$ cat src/rtl/nand_id_pkg.sv
package nand_id_pkg;
  localparam int unsigned ID_LEN = 5;
  localparam logic [7:0] CMD_READ_ID = 8'h90;
  localparam logic [7:0] ADDR_ID     = 8'h00;
  localparam logic [7:0] MAKER_CODE  = 8'hEC;

  typedef enum logic [3:0] {
    S_IDLE, S_CMD_LO, S_CMD_HI, S_ADR_LO, S_ADR_HI,
    S_WHR, S_RD_LO, S_RD_HI, S_DONE
  } seq_state_e;

  typedef struct packed {
    logic maker_ok;
    logic unknown;
    logic dens_8g;
    logic dual;
    logic x16;
  } id_class_t;
endpackage

$ cat src/rtl/nand_id_timer.sv
module nand_id_timer #(
  parameter int unsigned CNT_W = 4
) (
  input  logic             clk_i,
  input  logic             rst_ni,
  input  logic             load_i,
  input  logic [CNT_W-1:0] len_i,
  output logic             expire_o
);
  logic [CNT_W-1:0] cnt_q;

  always_ff @(posedge clk_i or negedge rst_ni) begin
    if (!rst_ni)               cnt_q <= '0;
    else if (load_i)           cnt_q <= (len_i == '0) ? '0 : len_i - 1'b1;
    else if (cnt_q != '0)      cnt_q <= cnt_q - 1'b1;
  end

  assign expire_o = (cnt_q == '0);
endmodule

$ cat src/rtl/nand_id_decode.sv
module nand_id_decode
  import nand_id_pkg::*;
(
  input  logic [ID_LEN*8-1:0] bytes_i,
  output id_class_t           cls_o
);
  logic [7:0] b1, b2, b3, b4, b5;
  logic       code_ok, dual, wide, cross_ok, known;

  assign b1 = bytes_i[7:0];
  assign b2 = bytes_i[15:8];
  assign b3 = bytes_i[23:16];
  assign b4 = bytes_i[31:24];
  assign b5 = bytes_i[39:32];

  always_comb begin
    code_ok = 1'b1;
    dual    = 1'b0;
    wide    = 1'b0;
    unique case (b2)
      8'hAC: ;
      8'hBC: wide = 1'b1;
      8'hA3: dual = 1'b1;
      8'hB3: begin dual = 1'b1; wide = 1'b1; end
      default: code_ok = 1'b0;
    endcase
  end

  // remaining bytes must agree with the class implied by the device code
  assign cross_ok = (b3 == (dual ? 8'h01 : 8'h00)) &&
                    (b4 == (wide ? 8'h55 : 8'h15)) &&
                    (b5 == (dual ? 8'h58 : 8'h54));
  assign known    = (b1 == MAKER_CODE) && code_ok && cross_ok;

  assign cls_o.maker_ok = (b1 == MAKER_CODE);
  assign cls_o.unknown  = !known;
  assign cls_o.dens_8g  = known && dual;
  assign cls_o.dual     = known && dual;
  assign cls_o.x16      = known && wide;
endmodule

$ cat src/rtl/nand_id_seq.sv
module nand_id_seq
  import nand_id_pkg::*;
#(
  parameter int unsigned P_WE_LO = 2,
  parameter int unsigned P_WE_HI = 2,
  parameter int unsigned P_WHR   = 6,
  parameter int unsigned P_REA   = 3,
  parameter int unsigned P_REH   = 2
) (
  input  logic                clk_i,
  input  logic                rst_ni,
  input  logic                start_i,
  input  logic [7:0]          io_i,
  output logic                ce_n_o,
  output logic                cle_o,
  output logic                ale_o,
  output logic                we_n_o,
  output logic                re_n_o,
  output logic [7:0]          io_o,
  output logic                io_oe_o,
  output logic [ID_LEN*8-1:0] id_bytes_o,
  output logic                maker_ok_o,
  output logic                unknown_o,
  output logic                dens_8g_o,
  output logic                dual_o,
  output logic                x16_o,
  output logic                busy_o,
  output logic                done_o
);
  localparam int unsigned MAX_A   = (P_WE_LO > P_WE_HI) ? P_WE_LO : P_WE_HI;
  localparam int unsigned MAX_B   = (P_REA > P_REH) ? P_REA : P_REH;
  localparam int unsigned MAX_C   = (MAX_A > MAX_B) ? MAX_A : MAX_B;
  localparam int unsigned MAX_LEN = (MAX_C > P_WHR) ? MAX_C : P_WHR;
  localparam int unsigned CNT_W   = $clog2(MAX_LEN + 1);
  localparam int unsigned IDX_W   = $clog2(ID_LEN);

  seq_state_e        state_q, state_d;
  logic [IDX_W-1:0]  idx_q;
  logic [7:0]        byte_q [ID_LEN];
  logic [ID_LEN*8-1:0] bytes_flat;
  logic              load, expire;
  logic [CNT_W-1:0]  len;
  id_class_t         cls_d, cls_q;

  always_comb begin
    state_d = state_q;
    unique case (state_q)
      S_IDLE:   if (start_i) state_d = S_CMD_LO;
      S_CMD_LO: if (expire)  state_d = S_CMD_HI;
      S_CMD_HI: if (expire)  state_d = S_ADR_LO;
      S_ADR_LO: if (expire)  state_d = S_ADR_HI;
      S_ADR_HI: if (expire)  state_d = S_WHR;
      S_WHR:    if (expire)  state_d = S_RD_LO;
      S_RD_LO:  if (expire)  state_d = S_RD_HI;
      S_RD_HI:  if (expire)  state_d = (idx_q == IDX_W'(ID_LEN-1)) ? S_DONE : S_RD_LO;
      S_DONE:                state_d = S_IDLE;
      default:               state_d = S_IDLE;
    endcase
  end

  always_comb begin
    unique case (state_d)
      S_CMD_LO, S_ADR_LO: len = CNT_W'(P_WE_LO);
      S_CMD_HI, S_ADR_HI: len = CNT_W'(P_WE_HI);
      S_WHR:              len = CNT_W'(P_WHR);
      S_RD_LO:            len = CNT_W'(P_REA);
      S_RD_HI:            len = CNT_W'(P_REH);
      default:            len = '0;
    endcase
  end

  assign load = (state_d != state_q);

  nand_id_timer #(.CNT_W(CNT_W)) u_timer (
    .clk_i   (clk_i),
    .rst_ni  (rst_ni),
    .load_i  (load),
    .len_i   (len),
    .expire_o(expire)
  );

  always_ff @(posedge clk_i or negedge rst_ni) begin
    if (!rst_ni) begin
      state_q <= S_IDLE;
      idx_q   <= '0;
    end else begin
      state_q <= state_d;
      if (state_q == S_IDLE && start_i)        idx_q <= '0;
      else if (state_q == S_RD_HI && expire)   idx_q <= idx_q + 1'b1;
    end
  end

  for (genvar g = 0; g < ID_LEN; g++) begin : g_cap
    always_ff @(posedge clk_i or negedge rst_ni) begin
      if (!rst_ni) byte_q[g] <= '0;
      else if (state_q == S_RD_LO && expire && idx_q == IDX_W'(g)) byte_q[g] <= io_i;
    end
    assign bytes_flat[g*8 +: 8] = byte_q[g];
  end

  nand_id_decode u_decode (
    .bytes_i(bytes_flat),
    .cls_o  (cls_d)
  );

  always_ff @(posedge clk_i or negedge rst_ni) begin
    if (!rst_ni)                                   cls_q <= '0;
    else if (state_q == S_RD_HI && state_d == S_DONE) cls_q <= cls_d;
  end

  assign ce_n_o     = (state_q == S_IDLE) || (state_q == S_DONE);
  assign cle_o      = (state_q == S_CMD_LO) || (state_q == S_CMD_HI);
  assign ale_o      = (state_q == S_ADR_LO) || (state_q == S_ADR_HI);
  assign we_n_o     = !((state_q == S_CMD_LO) || (state_q == S_ADR_LO));
  assign re_n_o     = (state_q != S_RD_LO);
  assign io_oe_o    = cle_o || ale_o;
  assign io_o       = cle_o ? CMD_READ_ID : ADDR_ID;
  assign id_bytes_o = bytes_flat;
  assign maker_ok_o = cls_q.maker_ok;
  assign unknown_o  = cls_q.unknown;
  assign dens_8g_o  = cls_q.dens_8g;
  assign dual_o     = cls_q.dual;
  assign x16_o      = cls_q.x16;
  assign busy_o     = (state_q != S_IDLE);
  assign done_o     = (state_q == S_DONE);

  // ---- checks ----
  logic [15:0] gap_q;
  logic        rd_seen_q;
  always_ff @(posedge clk_i or negedge rst_ni) begin
    if (!rst_ni) begin
      gap_q     <= '0;
      rd_seen_q <= 1'b0;
    end else begin
      if (!we_n_o)                  gap_q <= '0;
      else if (gap_q != 16'hFFFF)   gap_q <= gap_q + 1'b1;
      if (start_i && !busy_o)       rd_seen_q <= 1'b0;
      else if (!re_n_o)             rd_seen_q <= 1'b1;
    end
  end

  assert_cmd_byte_R2: assert property (@(posedge clk_i) disable iff (!rst_ni)
    ($rose(we_n_o) && cle_o) |-> (io_oe_o && io_o == 8'h90));
  assert_addr_byte_R2: assert property (@(posedge clk_i) disable iff (!rst_ni)
    ($rose(we_n_o) && ale_o) |-> (io_oe_o && io_o == 8'h00));
  assert_latch_excl_R3: assert property (@(posedge clk_i) disable iff (!rst_ni)
    !(cle_o && ale_o));
  assert_whr_gap_R4: assert property (@(posedge clk_i) disable iff (!rst_ni)
    ($fell(re_n_o) && !rd_seen_q) |-> (gap_q >= 16'(P_WHR)));
  assert_strobe_excl_R5: assert property (@(posedge clk_i) disable iff (!rst_ni)
    !(!re_n_o && !we_n_o));
  assert_class_gate_R9: assert property (@(posedge clk_i) disable iff (!rst_ni)
    unknown_o |-> !(dual_o || dens_8g_o || x16_o));
  assert_done_pulse_R10: assert property (@(posedge clk_i) disable iff (!rst_ni)
    done_o |=> (!done_o && !busy_o));
  assert_busy_start_R11: assert property (@(posedge clk_i) disable iff (!rst_ni)
    (busy_o && !done_o && start_i) |=> busy_o);
endmodule

$ cat config.mk
export PLATFORM = sky130hd
export DESIGN_NAME = nand_id_seq
export DESIGN_NICKNAME = d
export VERILOG_FILES = /design/src/rtl/nand_id_pkg.sv /design/src/rtl/nand_id_timer.sv /design/src/rtl/nand_id_decode.sv /design/src/rtl/nand_id_seq.sv
export SDC_FILE = /design/constraint.sdc
export NUM_CORES = 1
export LEC_CHECK = 0
export ABC_AREA = 1
export BUFFER_PORTS_ARGS = -buffer_cell sky130_fd_sc_hd__buf_2
export CORE_AREA = 8 8 71 98
export DETAILED_ROUTE_END_ITERATION = 10
export DIE_AREA = 0 0 79 106
export HOLD_SLACK_MARGIN = 0.03
export PLACE_DENSITY = 0.77
export SYNTH_ARGS = -nofsm -noshare
export SYNTH_HDL_FRONTEND = slang
export SYNTH_SLANG_ARGS = --single-unit
$ cat constraint.sdc
create_clock -name clk_i -period 2 [get_ports clk_i]
set_input_delay 0.1 -clock clk_i [delete_from_list [all_inputs] [get_ports clk_i]]
set_output_delay 0.1 -clock clk_i [all_outputs]
set_load 0.05 [all_outputs]
Word level (Yosys, flattened, before mapping):

Cells that the tools add are included.

* $add $sub $neg: 3
* equal/unequal tests: 30
* multiplexer cells: 23
* reduce and logical (&&, ||, !) cells: 34

Operator list (count)
* equality test 8 bit, second input constant: 5
* 2-to-1 mux 4 bit: 10
* equality test 4 x 3 -> 1 bit, second input constant: 8
* one-hot mux 4 bit (8 select lines): 1
* equality test 8 bit: 3
* equality test 4 x 2 -> 1 bit, second input constant: 4
* logical AND 1 bit: 15
* 2-to-1 mux 3 bit: 5
* zero test 3 bit: 3
* one-hot mux 3 bit (3 select lines): 1
* equality test 4 x 1 -> 1 bit, second input constant: 2
* equality test 4 bit, second input constant: 2
* 2-to-1 mux 8 bit: 1
* 2-to-1 mux 7 bit: 1
* equality test 3 x 2 -> 1 bit, second input constant: 2
* subtractor 3 x 1 -> 3 bit, second input constant: 2
* logical OR 1 bit: 5
* OR reduction 5 bit: 1
* zero test 4 bit: 1
* 2-to-1 mux 1 bit: 4
* != test 4 x 3 -> 1 bit, second input constant: 1
* != test 4 bit: 1
* nonzero test 2 bit: 2
* nonzero test 4 bit: 1
* 7 further kinds: 9

* flip-flop bits (word level): 54
* input bits: 11
* output and inout bits: 61

Longest topological paths before layout:

Gate-level depths: netlist of run 1.

* word-level depth: 10
* gate-level depth with buffers: 11
* depth with buffers taken out: 11

By module:

Synthesis of run 1 repeated with hierarchy kept, for this count alone.

* cells, all modules: 391
* area, all modules: 2955.3 um2

By module, submodules not included
* nand_id_seq: times used 1, cells an instance 287, area each 2369.8 um2, sequential area each 1301.2 um2
* nand_id_decode: times used 1, cells an instance 67, area each 314.1 um2, sequential area each 0.0 um2
* nand_id_timer: times used 1, cells an instance 37, area each 271.5 um2, sequential area each 75.1 um2

Least setup slack after synthesis of run 1:

OpenSTA, ideal clock, no wires.

* path kind: reg-to-output
* from: reg state_q[0]
* to: out done_o
* arrival: 1788 ps
* data required time: 1900 ps
* slack: 112 ps
* cell stages (with the launch flop): 5
* path buffers: 1
* cells stage by stage: dfrtp_1 buf_2 nor2_1 inv_1 nor3_1

* cells in the longest elaborated chain, start to end: 1

RTL lines
* from (decl): line nand_id_seq.sv:37 `seq_state_e state_q, state_d;`
* from (signal assigned): line nand_id_seq.sv:87 `state_q <= state_d;`
* equality test 4 bit: line nand_id_seq.sv:125 `assign done_o = (state_q == S_DONE);`
* to (decl): line nand_id_seq.sv:28 `output logic done_o`

Every way passes these cells.

Final worst setup path of run 1:

* from: reg state_q[2]
* to: out io_oe_o

* cells in the longest elaborated chain, start to end: 3
* elaborated cells between the ends (all ways): 7

RTL lines
* equality test 4 x 1 -> 1 bit (tied with other cells): line nand_id_seq.sv:112 `assign cle_o = (state_q == S_CMD_LO) || (state_q == S_CMD_HI);`
* logical OR 1 bit, on equally long branches: line nand_id_seq.sv:112, nand_id_seq.sv:113
* logical OR 1 bit *: line nand_id_seq.sv:116 `assign io_oe_o = cle_o || ale_o;`
* to (decl): line nand_id_seq.sv:20 `output logic io_oe_o,`

Every way passes the cells marked *; elsewhere a longest branch is shown, timed or not.

==> results of run 1 <==
## power breakdown
part | switching, mW | leakage, nW | internal [mW]
sequential | 0.0300 | 0.618 | 1.12
clock | 0.360 | 0.0544 | 0.318
combinational | 0.229 | 1.08 | 0.0598
total | 0.619 | 1.76 | 1.50
## synth_stat cells (all sizes together)
cell type,n,area (µm²)
a21oi,2,10.0
buf,15,123
conb,1,3.75
dfrtp,54,1350
ha,7,87.6
inv,43,161
nand2,101,404
nand3,15,118
nand3b,2,15.0
nand4,5,31.3
nor2,30,144
nor3,8,40.0
o21ai,48,293
o22ai,1,6.26
or2,1,6.26
xor2,1,8.76
## per-stage QoR
step                      setup WS (ps)  cell area (µm²)
after detailed placement            285             3140
after global placement              320             3140
after global routing               82.0             3250
final                               249             3250
after floorplan                     112             2820
after CTS                           229             3250
## final timing paths
| path | start | endpoint | slack (ps) | cells past startpoint |
|---|---|---|---|---|
| max in group asynchronous | rst_ni | state_q[2] | 1450 | 3 |
| min in group asynchronous | rst_ni | id_bytes_o[15] | 290 | 3 |
| setup reg to reg | idx_q[0] | u_timer.cnt_q[0] | 290 | 11 |
| hold reg to reg | x16_o | x16_o | 490 | 2 |
| setup / recovery | state_q[2] | io_oe_o | 250 | 6 |
| hold / removal | io_i[2] | id_bytes_o[18] | 150 | 3 |
## cell families after synthesis
group	Yosys count	synth area share
buffers and inverters	58	0.101
xor gates and xnor gates	1	0.00313
adders and majority gates	7	0.0312
other	1	0.00134
and+or+nand+nor	162	0.271
DFF	54	0.482
AOI/OAI and AO/OA	51	0.110
## layer usage
layer  GRT usage  vias up  wire, µm
met5           0        -         0
met4      0.0758        0       152
met3      0.0405       10       352
met2       0.293       59      3510
met1       0.176     1101      2710
li1            -     1170         -
## state kept, by name, indices dropped and copies added, names as in the netlist
register       flops
idx_q              3
maker_ok_o         1
state_q            4
u_timer.cnt_q      3
id_bytes_o        40
x16_o              1
unknown_o          1
dual_o             1
## worst max-delay path: stages (launching register included)
cell	delay, ps
dfrtp_1	470
nor2_2	230
inv_2	60
nor2_1	170
inv_1	80
nand4_1	90
buf_2	260
## area by class of cell
class / instances / area share
multi-input cells: 227 / 0.364
clock inverters: 1 / 0.00269
repair buffers: 68 / 0.111
inverters: 43 / 0.0496
well taps: 70 / 0.0269
flip-flops and latches: 54 / 0.415
clock buffers: 7 / 0.0296
==> metrics, run 1 <==
hold-fix buffers at CTS=1; final setup vio count=0; largest net degree at the start of global routing=55; Mean Syn Cell Area=8.39 µm²; I/O pin count=72; Detail Route Antenna Nets=0; WL per Instance=14.3 µm; most frequent cells in the layout=95 x nand2_1, 65 x buf_2, 54 x dfrtp_1, 35 x inv_1, 28 x o21ai_1; vias per inst=4.98; most common cell after layout, fill and taps aside=nand2_1; Unique masters post-synth=28; first-pass GRT wire length=11.0 mm; Die Ht=106 µm; WP data arrival=1650 ps; gr usage total=0.165; Setup CP Type=reg -> out; die area=8370 µm²; clk buf depth=2; final setup skew=9.69 ps; Initial Util=0.499; min Tclk post-route=1750 ps; Clock transition at path regs=100 ps; sequential share of the synthesized area=0.482; CP max FO=6; DRC=0; post_cts resized=0; # Max-Cap Violations=0; DRT iter0 DRCs=105; synthesized area=2800 µm²; non-filler cells, final=470; initial antenna violation count=0; synthesized instance count=334; Max VDD drop=0.579 mV; RSZ-0062 raised after global routing=false; CTS tree=done; clock sinks=54; Max Slew Vio Count=0; Final Hold Slack=146 ps; core footprint=5620 µm²; root buf cell=clkbuf_8; Setup Buffers After CTS=0; DRT Pass-1 Iters=4; Max Fclk=0.571 GHz; vias=2340; synth warn=0; port bufs=65; fillers=534; share of cells above drive strength 1=0.280; placed instance count=461; total CTS buffers=5; grt total ovfl=0; number of global-route vias before repair=2360; die width=79 µm; Leak=1.76 nW; routability cong.=0.849; Seq cells post-synth=54; status=finished clean; dpl hpwl=5.21 mm; Util after Layout=0.580; crit path launch type=flop; pwr/cell area=652 nW/µm²; Critical Path RT=1900 ps; worst skew pair latency=310 ps; area of the multi-input gates=1190 µm²; final hold violation count=0; fin nets=417; Area Overhead vs Synth=16.1%; Detailed Route WL=6.73 mm; worst hold-check path type=in -> reg; share of the cycle needed by the critical path after routing=0.876; Tot Pwr=2.12 mW; CTS H-tree depth=2; setup TNS=0 ps; storage element area=1350 µm²; ant diodes=0; row cnt=33; CP endpoint kind=output pin
Note: power is estimated with default switching activity, not from simulation.
==> run 2, diff against run 1 <==
- CAP_MARGIN: not set -> 25
- RECOVER_POWER: not set -> 25
==> run 2 against run 1 <==
Against the previous run:
- clock-buffer cell count stayed put
- flip-flop and latch count is the same
- clock power about the same
- wire length is essentially flat
- final cell count is the same
- hold slack worse by 3.6 ps
- die area stayed put
- cell area decreased by 0.46%
- clock skew shrank 0.75 ps
- critical path depth unchanged
- critical path type unchanged
- largest cell class unchanged
==> metrics, run 2 (synthesis results as in run 1) <==
Max Fclk=0.569 GHz (-0.42%); number of global-route vias before repair=2360 (unchanged); setup TNS=0 ps (unchanged); Area Overhead vs Synth=15.6%; Max VDD drop=0.584 mV (+0.89%); WL per Instance=14.3 µm (about the same); gr usage total=0.165 (unchanged); DRT iter0 DRCs=95 (-9.5%); Initial Util=0.499 (unchanged); CP max FO=6 (unchanged); port bufs=65 (unchanged); Clock transition at path regs=100 ps (about the same); clock sinks=54 (unchanged); largest net degree at the start of global routing=55 (unchanged); dpl hpwl=5.21 mm (unchanged); WP data arrival=1660 ps (about the same); status=finished clean; share of the cycle needed by the critical path after routing=0.879 (+0.00373); die area=8370 µm² (unchanged); Util after Layout=0.577 (-0.00267); clk buf depth=2 (unchanged); min Tclk post-route=1760 ps (+7.45 ps); core footprint=5620 µm² (unchanged); pwr/cell area=654 nW/µm² (+0.31%); # Max-Cap Violations=0 (unchanged); die width=79 µm (unchanged); Setup CP Type=reg -> out; vias per inst=4.96 (-0.30%); CP endpoint kind=output pin; row cnt=33 (unchanged); post_cts resized=0 (unchanged); RSZ-0062 raised after global routing=false; first-pass GRT wire length=11.0 mm (unchanged); Detailed Route WL=6.73 mm (about the same); final hold violation count=0 (unchanged); root buf cell=clkbuf_8; DRT Pass-1 Iters=4 (unchanged); Die Ht=106 µm (unchanged); most frequent cells in the layout=95 x nand2_1, 65 x buf_2, 54 x dfrtp_1, 35 x inv_1, 28 x o21ai_1; Critical Path RT=1900 ps (about the same); Tightest Pin Transition=1300 ps; routability cong.=0.849 (unchanged); initial antenna violation count=0 (unchanged); crit path launch type=flop; CTS H-tree depth=2 (unchanged); vias=2333 (-0.30%); Max Slew Vio Count=0 (unchanged); DRC=0 (unchanged); Leak=1.75 nW (-0.30%); final setup vio count=0 (unchanged); I/O pin count=72 (unchanged); Detail Route Antenna Nets=0 (unchanged); ant diodes=0 (unchanged); worst skew pair latency=310 ps (about the same); number of flip-flops under the largest register name=40 (unchanged); Rel. slew slack=0.131; grt total ovfl=0 (unchanged); fin nets=417 (unchanged); most common cell after layout, fill and taps aside=nand2_1; total CTS buffers=5 (unchanged); worst hold-check path type=in -> reg; share of cells above drive strength 1=0.280 (unchanged); final setup skew=8.94 ps (-0.750 ps); CTS tree=done
[run 2: cell types whose count changed in the layout (fill, tap and decap cells not counted)]
cell,change
buf_12,-1
clkbuf_2,+1
[run 2: what timing repair did]
item	in CTS	in global routing
hold buffers	1	0
buffers inserted	0	0
endpoints found under the hold margin	54	0
[run 2: where the power goes]
part           switching (mW)  total (mW)  internal, mW  leakage (nW)
Combinational           0.229       0.285        0.0562          1.08
Clock                   0.361       0.679         0.318        0.0544
Sequential             0.0301        1.15          1.12         0.618
[run 2: area by class of cell]
class                           count  area (µm²)
Tap cell                           70        87.6
Timing Repair Buffer               68         348
Clock inverter                      1        8.76
Clock buffer                        7        96.3
Multi-Input combinational cell    227        1190
Inverter                           43         161
Fill cell                         535        2380
Sequential cell                    54        1350
[run 2: path summary, 6_finish.rpt]
path	cells after the start	slack [ps]	endpoint	from
min in group asynchronous	3	680	state_q[3]	rst_ni
max reg2reg	11	280	u_timer.cnt_q[0]	idx_q[0]
min	3	140	id_bytes_o[18]	io_i[2]
max in group asynchronous	3	520	id_bytes_o[19]	rst_ni
min reg2reg	2	490	x16_o	x16_o
max	6	240	io_oe_o	state_q[2]
[run 2: per-layer routing]
layer | track usage | wire length (µm)
met1 | 0.176 | 2710
met5 | 0 | 0
met2 | 0.293 | 3510
met4 | 0.0758 | 153
met3 | 0.0405 | 360
[run 2: critical path: stages, from the launching register on]
cell and delay, ps:
dfrtp_1 470, nor2_2 230, inv_2 60, nor2_1 170, inv_1 80, nand4_1 90, buf_2 260
[run 2: through the flow]
stage                     power [mW]  hold WS (ps)  instances  area, µm²  setup WS, ps
final                           2.12           142        470       3240           241
after CTS                       2.13           148        470       3250           229
after global placement          1.46           114        461       3140           320
after detailed placement        1.47           116        461       3140           285
after floorplan                 1.38          -196        339       2820           112
after global routing            2.19           164        470       3240          82.0
==> run 3, diff against run 2 <==
- CORE_AREA: 8 8 71 98 -> 8 8 69 94
- DIE_AREA: 0 0 79 106 -> 0 0 77 102
- PLACE_DENSITY: 0.77 -> 0.83
- clock period: 2 -> 2.1 ns (I/O delays scaled with it)
==> run 3 against run 2 <==
Against the previous run:
- via count decreased by 0.56%
- clock-buffer cell count decreased by 1
- hold slack better by 17 ps
- wire length shrank 1.5%
- flip-flop and latch count stayed put
- non-clock buffer count is the same
- sequential share of layout area unchanged
- largest power group unchanged
==> metrics, run 3 (synthesis results as in run 1) <==
Max Fclk=0.569 GHz; # Max-Cap Violations=0 (unchanged); die width=77 µm (-2.5%); crit path launch type=flop; pwr/cell area=635 nW/µm² (-2.9%); largest net degree at the start of global routing=55 (unchanged); post_cts resized=0 (unchanged); DRT iter0 DRCs=63 (-34%); Clock transition at path regs=90 ps (about the same); Detail Route Antenna Nets=0 (unchanged); Max VDD drop=0.545 mV (-6.7%); area of the multi-input gates=1190 µm² (unchanged); worst hold-check path type=in -> reg; first-pass GRT wire length=11.0 mm (+0.44%); Max Slew Vio Count=0 (unchanged); vias=2320 (-0.56%); I/O pin count=72 (unchanged); number of global-route vias before repair=2401 (+1.7%); CP endpoint kind=output pin; Setup CP Type=reg -> out; most frequent cells in the layout=95 x nand2_1, 65 x buf_2, 54 x dfrtp_1, 35 x inv_1, 28 x o21ai_1; status=finished clean; CTS H-tree depth=2 (unchanged); worst slack at placement=393 ps (+109 ps); share of cells above drive strength 1=0.278 (-0.00250); core footprint=5120 µm² (-8.8%); share of the cycle needed by the critical path after routing=0.837; total CTS buffers=5 (unchanged); WL per Instance=14.2 µm (-0.63%); gr usage total=0.174 (+0.00883); final setup vio count=0 (unchanged); final hold violation count=0 (unchanged); Util after Layout=0.633 (+0.0558); port bufs=65 (unchanged); Setup Buffers After CTS=0 (unchanged); Critical Path RT=2000 ps (+100 ps); min Tclk post-route=1760 ps; Rel. slew slack=0.149 (+0.0183); r2r setup slk=400 ps (+120 ps); fin nets=417 (unchanged); initial antenna violation count=0 (unchanged); root buf cell=clkbuf_8; storage element area=1350 µm² (unchanged); DRC=0 (unchanged); number of flip-flops under the largest register name=40 (unchanged); clk buf depth=2 (unchanged); slack of the critical path=342 ps (+101 ps); dpl hpwl=5.10 mm (-2.1%); RSZ-0062 raised after global routing=false; Die Ht=102 µm (-3.8%); hold-fix buffers at CTS=1 (unchanged); fillers=444 (-17%); DRT Pass-1 Iters=4 (unchanged); die area=7850 µm² (-6.2%); Area Overhead vs Synth=15.6% (unchanged); Critical-path top delay cell=dfrtp_1; final setup skew=6.88 ps (-2.06 ps); vias per inst=4.98 (+0.30%); Largest stage delay, worst path=450 ps (-20 ps); WP data arrival=1650 ps (about the same); setup TNS=0 ps (unchanged); CP max FO=5 (-1); Initial Util=0.547 (+0.0483); Leak=1.75 nW (-0.17%); ant diodes=0 (unchanged); critical-path cell list=nor2_2 -> inv_2 -> nor2_1 -> inv_1 -> nand4_1 -> buf_2; routability cong.=0.902 (+6.3%); CTS tree=done; most common cell after layout, fill and taps aside=nand2_1; clock sinks=54 (unchanged); Tightest Pin Transition=1280 ps (-27.5 ps); grt total ovfl=0 (unchanged); Detailed Route WL=6.63 mm (-1.5%); worst skew pair latency=310 ps (about the same); row cnt=31 (-6.1%)
[run 3: cell count changes in the layout (fill, tap and decap cells not counted)]
cell | previous run | this run
clkinvlp_4 | 0 | 1
clkbuf_8 | 7 | 5
clkinv_4 | 1 | 0
clkbuf_1 | 0 | 1
bufinv_16 | 0 | 1
[run 3: cell type report]
cell class,count,share of cell area
Tap cell,66,0.0255
Multi-Input combinational cell,227,0.366
Inverter,43,0.0498
Timing Repair Buffer,68,0.107
Clock inverter,2,0.0116
Clock buffer,6,0.0224
Sequential cell,54,0.417
[run 3: worst paths after layout]
check	startpoint	end	depth (start not counted)
max in group asynchronous	rst_ni	id_bytes_o[19]	3
setup / recovery	state_q[3]	io_oe_o	6
setup reg to reg	u_timer.cnt_q[0]	u_timer.cnt_q[2]	11
hold reg to reg	x16_o	x16_o	2
hold / removal	io_i[7]	id_bytes_o[7]	3
min in group asynchronous	rst_ni	id_bytes_o[7]	3
[run 3: worst max-delay path, delay by kind of cell, from the launching register on]
family        cells  cell delay [ps]
simple gates      3              500
flops             1              450
buf+inv           3              410
[run 3: per-layer routing]
layer  global-route usage  part of all wire  vias up
met5                    0                 0        -
met4               0.0743             0.028        0
met3               0.0484             0.064       15
met2                0.313              0.51       72
met1                0.187              0.39     1066
li1                     -                 -     1167
[run 3: per-stage QoR]
stage,instances,cell area [µm²],power (mW),hold WS (ps)
5_1_grt,466,3240,2.13,152
4_1_cts,466,3240,2.07,157
3_3_place_gp,457,3120,1.39,260
3_5_place_dp,457,3120,1.39,255
6_report,466,3240,2.06,159
2_1_floorplan,339,2820,1.31,-191
[run 3: where the power goes]
group          leakage [nW]  internal, mW  switching, mW  total, mW
Combinational          1.08        0.0535          0.218      0.271
Sequential            0.618          1.07         0.0277       1.10
Clock                0.0514         0.356          0.332      0.688
